[src/rtl/nand_seq_pkg.sv]
package nand_seq_pkg;
  typedef enum logic [1:0] {BK_CMD, BK_ADDR, BK_DATA, BK_READ} bus_kind_e;
  typedef enum logic [1:0] {RES_OK = 2'd0, RES_FAIL = 2'd1, RES_WP = 2'd2, RES_MISALIGN = 2'd3} res_e;
endpackage

[src/rtl/nand_bus_cycle.sv]
module nand_bus_cycle import nand_seq_pkg::*; #(
  parameter int CYC = 4
) (
  input  logic      clk_i,
  input  logic      rst_ni,
  input  logic      start_i,
  input  bus_kind_e kind_i,
  input  logic [7:0] byte_i,
  output logic      busy_o,
  output logic      done_o,
  output logic [7:0] rdata_o,
  output logic      cle_o,
  output logic      ale_o,
  output logic      we_no,
  output logic      re_no,
  output logic [7:0] dq_o,
  output logic      dq_oe_o,
  input  logic [7:0] dq_i
);
  localparam int CW = (CYC > 2) ? $clog2(CYC) : 1;
  localparam logic [CW-1:0] LAST = CW'(CYC - 1);
  localparam logic [CW-1:0] SAMP = CW'(CYC - 2);

  logic          busy_q;
  logic [CW-1:0] cnt_q;
  bus_kind_e     kind_q;
  logic [7:0]    byte_q;
  logic          mid;

  assign done_o = busy_q && (cnt_q == LAST);
  assign busy_o = busy_q;
  assign mid    = busy_q && (cnt_q != '0) && (cnt_q <= SAMP);

  always_ff @(posedge clk_i or negedge rst_ni) begin
    if (!rst_ni) begin
      busy_q  <= 1'b0;
      cnt_q   <= '0;
      kind_q  <= BK_CMD;
      byte_q  <= '0;
      rdata_o <= '0;
    end else if (!busy_q) begin
      if (start_i) begin
        busy_q <= 1'b1;
        cnt_q  <= '0;
        kind_q <= kind_i;
        byte_q <= byte_i;
      end
    end else begin
      if (done_o) busy_q <= 1'b0;
      else        cnt_q  <= cnt_q + 1'b1;
      if (kind_q == BK_READ && cnt_q == SAMP) rdata_o <= dq_i;
    end
  end

  assign cle_o   = busy_q && kind_q == BK_CMD;
  assign ale_o   = busy_q && kind_q == BK_ADDR;
  assign we_no   = !(mid && kind_q != BK_READ);
  assign re_no   = !(mid && kind_q == BK_READ);
  assign dq_oe_o = busy_q && kind_q != BK_READ;
  assign dq_o    = byte_q;
endmodule

[src/rtl/nand_blk_walker.sv]
module nand_blk_walker #(
  parameter int ADDR_W    = 24,
  parameter int BLK_SHIFT = 13
) (
  input  logic              clk_i,
  input  logic              rst_ni,
  input  logic              load_i,
  input  logic              step_i,
  input  logic              dec_i,
  input  logic [ADDR_W-1:0] addr_i,
  input  logic [ADDR_W-1:0] len_i,
  output logic [ADDR_W-1:0] addr_o,
  output logic [ADDR_W-1:0] len_o,
  output logic              misaligned_o
);
  localparam logic [ADDR_W-1:0] BLK = ADDR_W'(1) << BLK_SHIFT;

  assign misaligned_o = (|addr_i[BLK_SHIFT-1:0]) || (|len_i[BLK_SHIFT-1:0]);

  always_ff @(posedge clk_i or negedge rst_ni) begin
    if (!rst_ni) begin
      addr_o <= '0;
      len_o  <= '0;
    end else if (load_i) begin
      addr_o <= addr_i;
      len_o  <= len_i;
    end else if (step_i) begin
      addr_o <= addr_o + BLK;
      len_o  <= len_o - BLK;
    end else if (dec_i) begin
      len_o  <= len_o - 1'b1;
    end
  end
endmodule

[src/rtl/nand_seq_fsm.sv]
module nand_seq_fsm import nand_seq_pkg::*; #(
  parameter int         ADDR_W     = 24,
  parameter int         PAGE_SHIFT = 9,
  parameter int         ROW_BYTES  = 2,
  parameter logic [7:0] OPC_RESET  = 8'hFF,
  parameter logic [7:0] OPC_SPARE  = 8'h50,
  parameter logic [7:0] OPC_SEQIN  = 8'h80,
  parameter logic [7:0] OPC_PROG   = 8'h10,
  parameter logic [7:0] OPC_ERASE1 = 8'h60,
  parameter logic [7:0] OPC_ERASE2 = 8'hD0,
  parameter logic [7:0] OPC_STATUS = 8'h70,
  parameter logic [7:0] MSK_RDY    = 8'h40,
  parameter logic [7:0] MSK_FAIL   = 8'h01,
  parameter logic [7:0] MSK_WPN    = 8'h80
) (
  input  logic              clk_i,
  input  logic              rst_ni,
  input  logic              req_i,
  input  logic              op_i,
  input  logic [7:0]        wdata_i,
  input  logic              bad_blk_i,
  input  logic              misaligned_i,
  input  logic [ADDR_W-1:0] cur_addr_i,
  input  logic [ADDR_W-1:0] cur_len_i,
  output logic              load_o,
  output logic              step_o,
  output logic              dec_o,
  output logic              wdata_take_o,
  output logic              ack_o,
  output res_e              result_o,
  output logic              ce_no,
  output logic              bus_start_o,
  output bus_kind_e         bus_kind_o,
  output logic [7:0]        bus_byte_o,
  input  logic              bus_busy_i,
  input  logic              bus_done_i,
  input  logic [7:0]        bus_rdata_i
);
  localparam int AW = $clog2(ROW_BYTES + 1);
  localparam int RW = 8 * ROW_BYTES;
  localparam logic [AW-1:0] A_LAST = AW'(ROW_BYTES);

  typedef enum logic [4:0] {
    S_IDLE, S_W_RST, S_W_PTR, S_W_A1, S_W_SEQ, S_W_A2, S_W_DAT, S_W_PROG,
    S_ST_CMD, S_ST_RD, S_WP_CMD, S_WP_RD, S_E_LOOP, S_E_C1, S_E_A, S_E_C2, S_DONE
  } st_e;

  st_e         st_q;
  logic [AW-1:0] aidx_q;
  logic        op_q;
  res_e        res_q;
  logic [RW-1:0] row;
  logic [7:0]  abyte;
  logic        need;
  logic        len_zero, rdy, fail, wp_n;

  assign row      = RW'(cur_addr_i >> PAGE_SHIFT);
  assign len_zero = (cur_len_i == '0);
  assign rdy      = |(bus_rdata_i & MSK_RDY);
  assign fail     = |(bus_rdata_i & MSK_FAIL);
  assign wp_n     = |(bus_rdata_i & MSK_WPN);

  always_comb begin
    abyte = cur_addr_i[7:0];
    for (int k = 0; k < ROW_BYTES; k++)
      if (aidx_q == AW'(k + 1)) abyte = row[8*k +: 8];
  end

  always_comb begin
    need       = 1'b1;
    bus_kind_o = BK_CMD;
    bus_byte_o = 8'h00;
    unique case (st_q)
      S_W_RST:                  bus_byte_o = OPC_RESET;
      S_W_PTR:                  bus_byte_o = OPC_SPARE;
      S_W_SEQ:                  bus_byte_o = OPC_SEQIN;
      S_W_PROG:                 bus_byte_o = OPC_PROG;
      S_ST_CMD, S_WP_CMD:       bus_byte_o = OPC_STATUS;
      S_E_C1:                   bus_byte_o = OPC_ERASE1;
      S_E_C2:                   bus_byte_o = OPC_ERASE2;
      S_W_A1, S_W_A2, S_E_A: begin bus_kind_o = BK_ADDR; bus_byte_o = abyte; end
      S_W_DAT: begin bus_kind_o = BK_DATA; bus_byte_o = wdata_i; end
      S_ST_RD, S_WP_RD:         bus_kind_o = BK_READ;
      default:                  need = 1'b0;
    endcase
  end

  assign bus_start_o  = need && !bus_busy_i;
  assign wdata_take_o = bus_start_o && st_q == S_W_DAT;
  assign load_o       = st_q == S_IDLE && req_i;
  assign dec_o        = st_q == S_W_DAT && bus_done_i;
  assign step_o       = (st_q == S_E_LOOP && !len_zero && bad_blk_i) ||
                        (st_q == S_ST_RD && bus_done_i && rdy && !fail && !op_q);
  assign ack_o        = st_q == S_DONE;
  assign result_o     = res_q;
  assign ce_no        = st_q == S_IDLE || st_q == S_DONE;

  always_ff @(posedge clk_i or negedge rst_ni) begin
    if (!rst_ni) begin
      st_q   <= S_IDLE;
      aidx_q <= '0;
      op_q   <= 1'b0;
      res_q  <= RES_OK;
    end else begin
      unique case (st_q)
        S_IDLE: if (req_i) begin
          op_q   <= op_i;
          aidx_q <= '0;
          if (op_i) st_q <= S_W_RST;
          else if (misaligned_i) begin res_q <= RES_MISALIGN; st_q <= S_DONE; end
          else st_q <= S_WP_CMD;
        end
        S_W_RST:  if (bus_done_i) st_q <= S_W_PTR;
        S_W_PTR:  if (bus_done_i) st_q <= S_W_A1;
        S_W_A1:   if (bus_done_i) begin
          if (aidx_q == A_LAST) begin aidx_q <= '0; st_q <= S_W_SEQ; end
          else aidx_q <= aidx_q + 1'b1;
        end
        S_W_SEQ:  if (bus_done_i) st_q <= S_W_A2;
        S_W_A2:   if (bus_done_i) begin
          if (aidx_q == A_LAST) st_q <= len_zero ? S_W_PROG : S_W_DAT;
          else aidx_q <= aidx_q + 1'b1;
        end
        S_W_DAT:  if (bus_done_i && cur_len_i == ADDR_W'(1)) st_q <= S_W_PROG;
        S_W_PROG: if (bus_done_i) st_q <= S_ST_CMD;
        S_ST_CMD: if (bus_done_i) st_q <= S_ST_RD;
        S_ST_RD:  if (bus_done_i && rdy) begin
          if (fail) begin res_q <= RES_FAIL; st_q <= S_DONE; end
          else if (op_q) begin res_q <= RES_OK; st_q <= S_DONE; end
          else st_q <= S_E_LOOP;
        end
        S_WP_CMD: if (bus_done_i) st_q <= S_WP_RD;
        S_WP_RD:  if (bus_done_i) begin
          if (!wp_n) begin res_q <= RES_WP; st_q <= S_DONE; end
          else st_q <= S_E_LOOP;
        end
        S_E_LOOP: begin
          if (len_zero) begin res_q <= RES_OK; st_q <= S_DONE; end
          else if (!bad_blk_i) begin aidx_q <= AW'(1); st_q <= S_E_C1; end
        end
        S_E_C1:   if (bus_done_i) st_q <= S_E_A;
        S_E_A:    if (bus_done_i) begin
          if (aidx_q == A_LAST) st_q <= S_E_C2;
          else aidx_q <= aidx_q + 1'b1;
        end
        S_E_C2:   if (bus_done_i) st_q <= S_ST_CMD;
        default:  st_q <= S_IDLE;
      endcase
    end
  end
endmodule

[src/rtl/nand_seq.sv]
module nand_seq import nand_seq_pkg::*; #(
  parameter int         ADDR_W     = 24,
  parameter int         PAGE_SHIFT = 9,
  parameter int         BLK_SHIFT  = 13,
  parameter int         ROW_BYTES  = 2,
  parameter int         CYC        = 4,
  parameter logic [7:0] OPC_RESET  = 8'hFF,
  parameter logic [7:0] OPC_SPARE  = 8'h50,
  parameter logic [7:0] OPC_SEQIN  = 8'h80,
  parameter logic [7:0] OPC_PROG   = 8'h10,
  parameter logic [7:0] OPC_ERASE1 = 8'h60,
  parameter logic [7:0] OPC_ERASE2 = 8'hD0,
  parameter logic [7:0] OPC_STATUS = 8'h70
) (
  input  logic              clk_i,
  input  logic              rst_ni,
  input  logic              req_i,
  input  logic              op_i,
  input  logic [ADDR_W-1:0] addr_i,
  input  logic [ADDR_W-1:0] len_i,
  input  logic [7:0]        wdata_i,
  output logic              wdata_take_o,
  input  logic              bad_blk_i,
  output logic [ADDR_W-1:0] blk_addr_o,
  output logic              ack_o,
  output logic [1:0]        result_o,
  output logic              nand_ce_no,
  output logic              nand_cle_o,
  output logic              nand_ale_o,
  output logic              nand_we_no,
  output logic              nand_re_no,
  output logic [7:0]        nand_dq_o,
  output logic              nand_dq_oe_o,
  input  logic [7:0]        nand_dq_i
);
  logic              load, step, dec, misaligned;
  logic [ADDR_W-1:0] cur_len;
  logic              bus_start, bus_busy, bus_done;
  bus_kind_e         bus_kind;
  logic [7:0]        bus_byte, bus_rdata;
  res_e              res;

  assign result_o = res;

  nand_blk_walker #(.ADDR_W(ADDR_W), .BLK_SHIFT(BLK_SHIFT)) u_walk (
    .clk_i, .rst_ni, .load_i(load), .step_i(step), .dec_i(dec),
    .addr_i, .len_i, .addr_o(blk_addr_o), .len_o(cur_len), .misaligned_o(misaligned)
  );

  nand_seq_fsm #(
    .ADDR_W(ADDR_W), .PAGE_SHIFT(PAGE_SHIFT), .ROW_BYTES(ROW_BYTES),
    .OPC_RESET(OPC_RESET), .OPC_SPARE(OPC_SPARE), .OPC_SEQIN(OPC_SEQIN), .OPC_PROG(OPC_PROG),
    .OPC_ERASE1(OPC_ERASE1), .OPC_ERASE2(OPC_ERASE2), .OPC_STATUS(OPC_STATUS)
  ) u_fsm (
    .clk_i, .rst_ni, .req_i, .op_i, .wdata_i, .bad_blk_i,
    .misaligned_i(misaligned), .cur_addr_i(blk_addr_o), .cur_len_i(cur_len),
    .load_o(load), .step_o(step), .dec_o(dec), .wdata_take_o, .ack_o,
    .result_o(res), .ce_no(nand_ce_no),
    .bus_start_o(bus_start), .bus_kind_o(bus_kind), .bus_byte_o(bus_byte),
    .bus_busy_i(bus_busy), .bus_done_i(bus_done), .bus_rdata_i(bus_rdata)
  );

  nand_bus_cycle #(.CYC(CYC)) u_bus (
    .clk_i, .rst_ni, .start_i(bus_start), .kind_i(bus_kind), .byte_i(bus_byte),
    .busy_o(bus_busy), .done_o(bus_done), .rdata_o(bus_rdata),
    .cle_o(nand_cle_o), .ale_o(nand_ale_o), .we_no(nand_we_no), .re_no(nand_re_no),
    .dq_o(nand_dq_o), .dq_oe_o(nand_dq_oe_o), .dq_i(nand_dq_i)
  );
endmodule

[config.mk]
export PLATFORM = sky130hd
export DESIGN_NAME = nand_seq
export DESIGN_NICKNAME = d
export VERILOG_FILES = /design/src/rtl/nand_seq_pkg.sv /design/src/rtl/nand_bus_cycle.sv /design/src/rtl/nand_blk_walker.sv /design/src/rtl/nand_seq_fsm.sv /design/src/rtl/nand_seq.sv
export SDC_FILE = /design/constraint.sdc
export NUM_CORES = 1
export LEC_CHECK = 0
export CAP_MARGIN = 40
export CORE_MARGIN = 1
export CORE_UTILIZATION = 45
export CTS_CLUSTER_DIAMETER = 150
export CTS_CLUSTER_SIZE = 20
export DETAILED_ROUTE_END_ITERATION = 10
export PLACE_DENSITY = 0.77
export SLEW_MARGIN = 20
export SYNTH_ARGS = -nofsm -noshare
export SYNTH_HDL_FRONTEND = slang
export SYNTH_SLANG_ARGS = --single-unit
[constraint.sdc]
create_clock -name clk_i -period 4.3 [get_ports clk_i]
set_clock_uncertainty 0.05 [all_clocks]
set_input_delay 1.29 -clock clk_i [delete_from_list [all_inputs] [get_ports clk_i]]
set_output_delay 1.29 -clock clk_i [all_outputs]
set_load 0.05 [all_outputs]
==> reports/results.tsv <==
metric	value	unit
status	completed	
maxCapViolCount	0	
p_clk_share	11.9	%
syn2layout_area_growth	28.0	%
ys.warnings.count	0	
post_cts_buffers	0	
fin_crit	3690	ps
via_per_inst	5.99	
drt-total-wl	14000	µm
cts_tree	built	
clk_path_buf_depth	2	
vias	4888	
yosys.area.top_type	dfrtp_1	
initial_core_util	46.8	%
postSynthCellCount	581	
timing.rr.end	u_walk.len_o[11]$_DFFE_PN0P_	
cts.sinks	74	
ios	111	
whs	464	ps
post_dp_cell_area	6040	µm²
p_sw	2.43	mW
core_region_area	10400	µm²
design_area	6240	µm²
fillers	939	
hold_buffers	0	
p_seq_share	28.3	%
syn_area_per_cell	8.39	µm²
p_leak	2.55	nW
place_inst	800	
endpoint_kind	primary output	
place_hpwl	10300	µm
layout_commonest_cell	clkdlybuf4s50_1	
track_usage	25.7	%
gr-total-overflow	0	
async_flop_share	100	%
critPathLaunch	u_fsm.st_q[2]$_DFFE_PN0P_	
io_buffers	105	
tns	0	ps
p_int	2.36	mW
layout-drive-gt1-share	9.71	%
p_per_area	767	nW/µm²
die_area	11300	µm²
rsz0062_at_grt	false	
max_freq	271	MHz
finalMaxSlewViolations	0	
grt_pass1_wl	22900	µm
finalHoldViolations	0	
holdPathStages	1	
ctsResizeCount	0	
postRouteAntennaNets	0	
whs_endpoint	u_fsm.result_o[0]$_DFFE_PN0P_	
ff2ff_path_depth	9	
cts_buffers	9	
switching_share	50.8	%
cp.required	2960	ps
cts-root-buf	clkbuf_8	
htreeDepth	3	
fin_nets	756	
grt_pass1_vias	4673	
antenna_cells	0	
regArea	1850	µm²
clkLatencyLatePin	360	ps
routabilityCongestion	0.892	
min_path_type	reg2reg	
drc	0	
slew_headroom	60.5	%
finalSetupViolations	0	
drt_iter0_markers	319	
crit_type	reg2out	
drt_first_pass_iters	5	
critical_path.startpoint_type	flop	
grt_max_degree	61	
clk_pin_slew	70	ps
crit_arrival	2350	ps
r2r-start	u_walk.len_o[0]$_DFFE_PN0P_	
synth_nets	662	
r2r_slack	1320	ps
fp.dieH	106	µm
die_w	106	µm
multi_input_area	2790	µm²
synth.cell_area	4870	µm²
combPwrFrac	59.8	%
ys_ff_latch	74	
yosysSeqAreaShare	38.0	%
wl_per_cell	17.2	µm
min_from	u_fsm.result_o[0]$_DFFE_PN0P_	
ys.flop_type	dfrtp_1	
synthTopCellsByArea	dfrtp_1 (38%), nand2_1 (7.9%), o21ai_0 (4.3%)	
crit_fanout	21	
timing.final.crit_share	85.8	%
stdcell_count	816	
tightest_slew	592	ps
ir_worst_vdd	0.409	mV
rows	37	
synth_top_area_share	38.0	%
layout_common_cells	clkdlybuf4s50_1 (104), nand2_1 (103), dfrtp_1 (74), nor2_1 (49), o21ai_0 (42)	
antenna_found_initial	0	
post-route-util	59.9	%
synth_edf_count	0	
synth_cell_types	74	
[worst max-delay path by stage]
stage          depth (start not counted)                       endpoint
3_3_place_gp                           8  u_walk.addr_o[19]$_DFFE_PN0P_
5_1_grt                                5                          ack_o
2_1_floorplan                          3                     nand_we_no
6_report                               5                          ack_o
3_5_place_dp                           8  u_walk.addr_o[23]$_DFFE_PN0P_
4_1_cts                                5                          ack_o
[power by group through the flow]
stage	sequential [mW]	combinational [mW]	clock, mW
2_1_floorplan	1.79	1.53	0
3_3_place_gp	1.34	2.76	0
3_5_place_dp	1.36	2.84	0
4_1_cts	1.34	2.85	0.582
5_1_grt	1.40	3.09	0.609
6_report	1.35	2.86	0.568
[cell families after synthesis]
| family | count (synthesis) | synth area share, % |
|---|---|---|
| simple gates | 260 | 26.9 |
| compound gates | 154 | 21.2 |
| flops | 74 | 38.0 |
| buf+inv | 51 | 4.72 |
| mux | 18 | 4.03 |
| xor+xnor | 12 | 2.16 |
| fa+ha+maj | 12 | 3.08 |
[cells in the mapped netlist, types with 2 or more instances]
library cell    n
a211oi_1        2
a21oi_1        30
a221o_1         5
a221oi_1        5
a22o_1          8
a22oi_1         8
a31oi_1         9
a32o_1          3
and2b_2         2
and3_1          6
buf_2           7
clkbuf_1       22
dfrtp_1        74
ha_1           12
inv_1          16
mux2_2          5
mux2_4          2
mux2i_1        11
nand2_1       103
nand2b_1        7
nand3_1        12
nand4_1         8
nor2_1         49
nor2b_1         3
nor3_1         21
nor3_4          4
nor3b_1         2
nor4_1         14
nor4_2          3
o211a_1         3
o21a_1          2
o21ai_0        42
o21ai_1         8
o21ai_2         3
o22ai_1         4
o311ai_0        2
o311ai_1        2
o31ai_1         4
o41ai_1         3
or2_2           3
or3_1           6
or4_1           3
or4_4           2
xnor2_1         4
xor2_1          8
[stage by stage]
step,setup WS (ps),total power [mW]
finish,611,4.78
global route,554,5.10
CTS,617,4.78
detailed placement,801,4.20
global placement,820,4.10
floorplan,369,3.33
[metal layers]
metal,vias up,track usage (%),wire [µm]
li1,2296,-,-
met1,2348,33.0,6040
met2,213,42.9,6790
met3,31,4.41,838
met4,0,10.4,377
met5,-,0,0
[area by class of cell]
class | count | share of cell area [%]
Multi-Input combinational cell | 456 | 44.8
Sequential cell | 74 | 29.7
Timing Repair Buffer | 118 | 18.6
Tap cell | 136 | 2.73
Clock buffer | 11 | 2.27
Clock inverter | 5 | 1.00
Inverter | 16 | 0.963
[state kept, by name (all words and copies together) (netlist names)]
register,count
u_walk.len_o,24
u_bus.busy_o,1
u_bus.rdata_o,3
u_bus.kind_q,2
u_fsm.result_o,2
u_walk.addr_o,24
u_fsm.op_q,1
u_fsm.aidx_q,2
u_bus.dq_o,8
u_fsm.st_q,5
u_bus.cnt_q,2
[critical path, stage by stage, from the launching register on]
cell and delay, ps:
dfrtp_1 380, buf_4 210, nor2_1 270, nand2_1 180
nor2_1 120, clkdlybuf4s50_1 830
(Power assumes the default switching activity.)
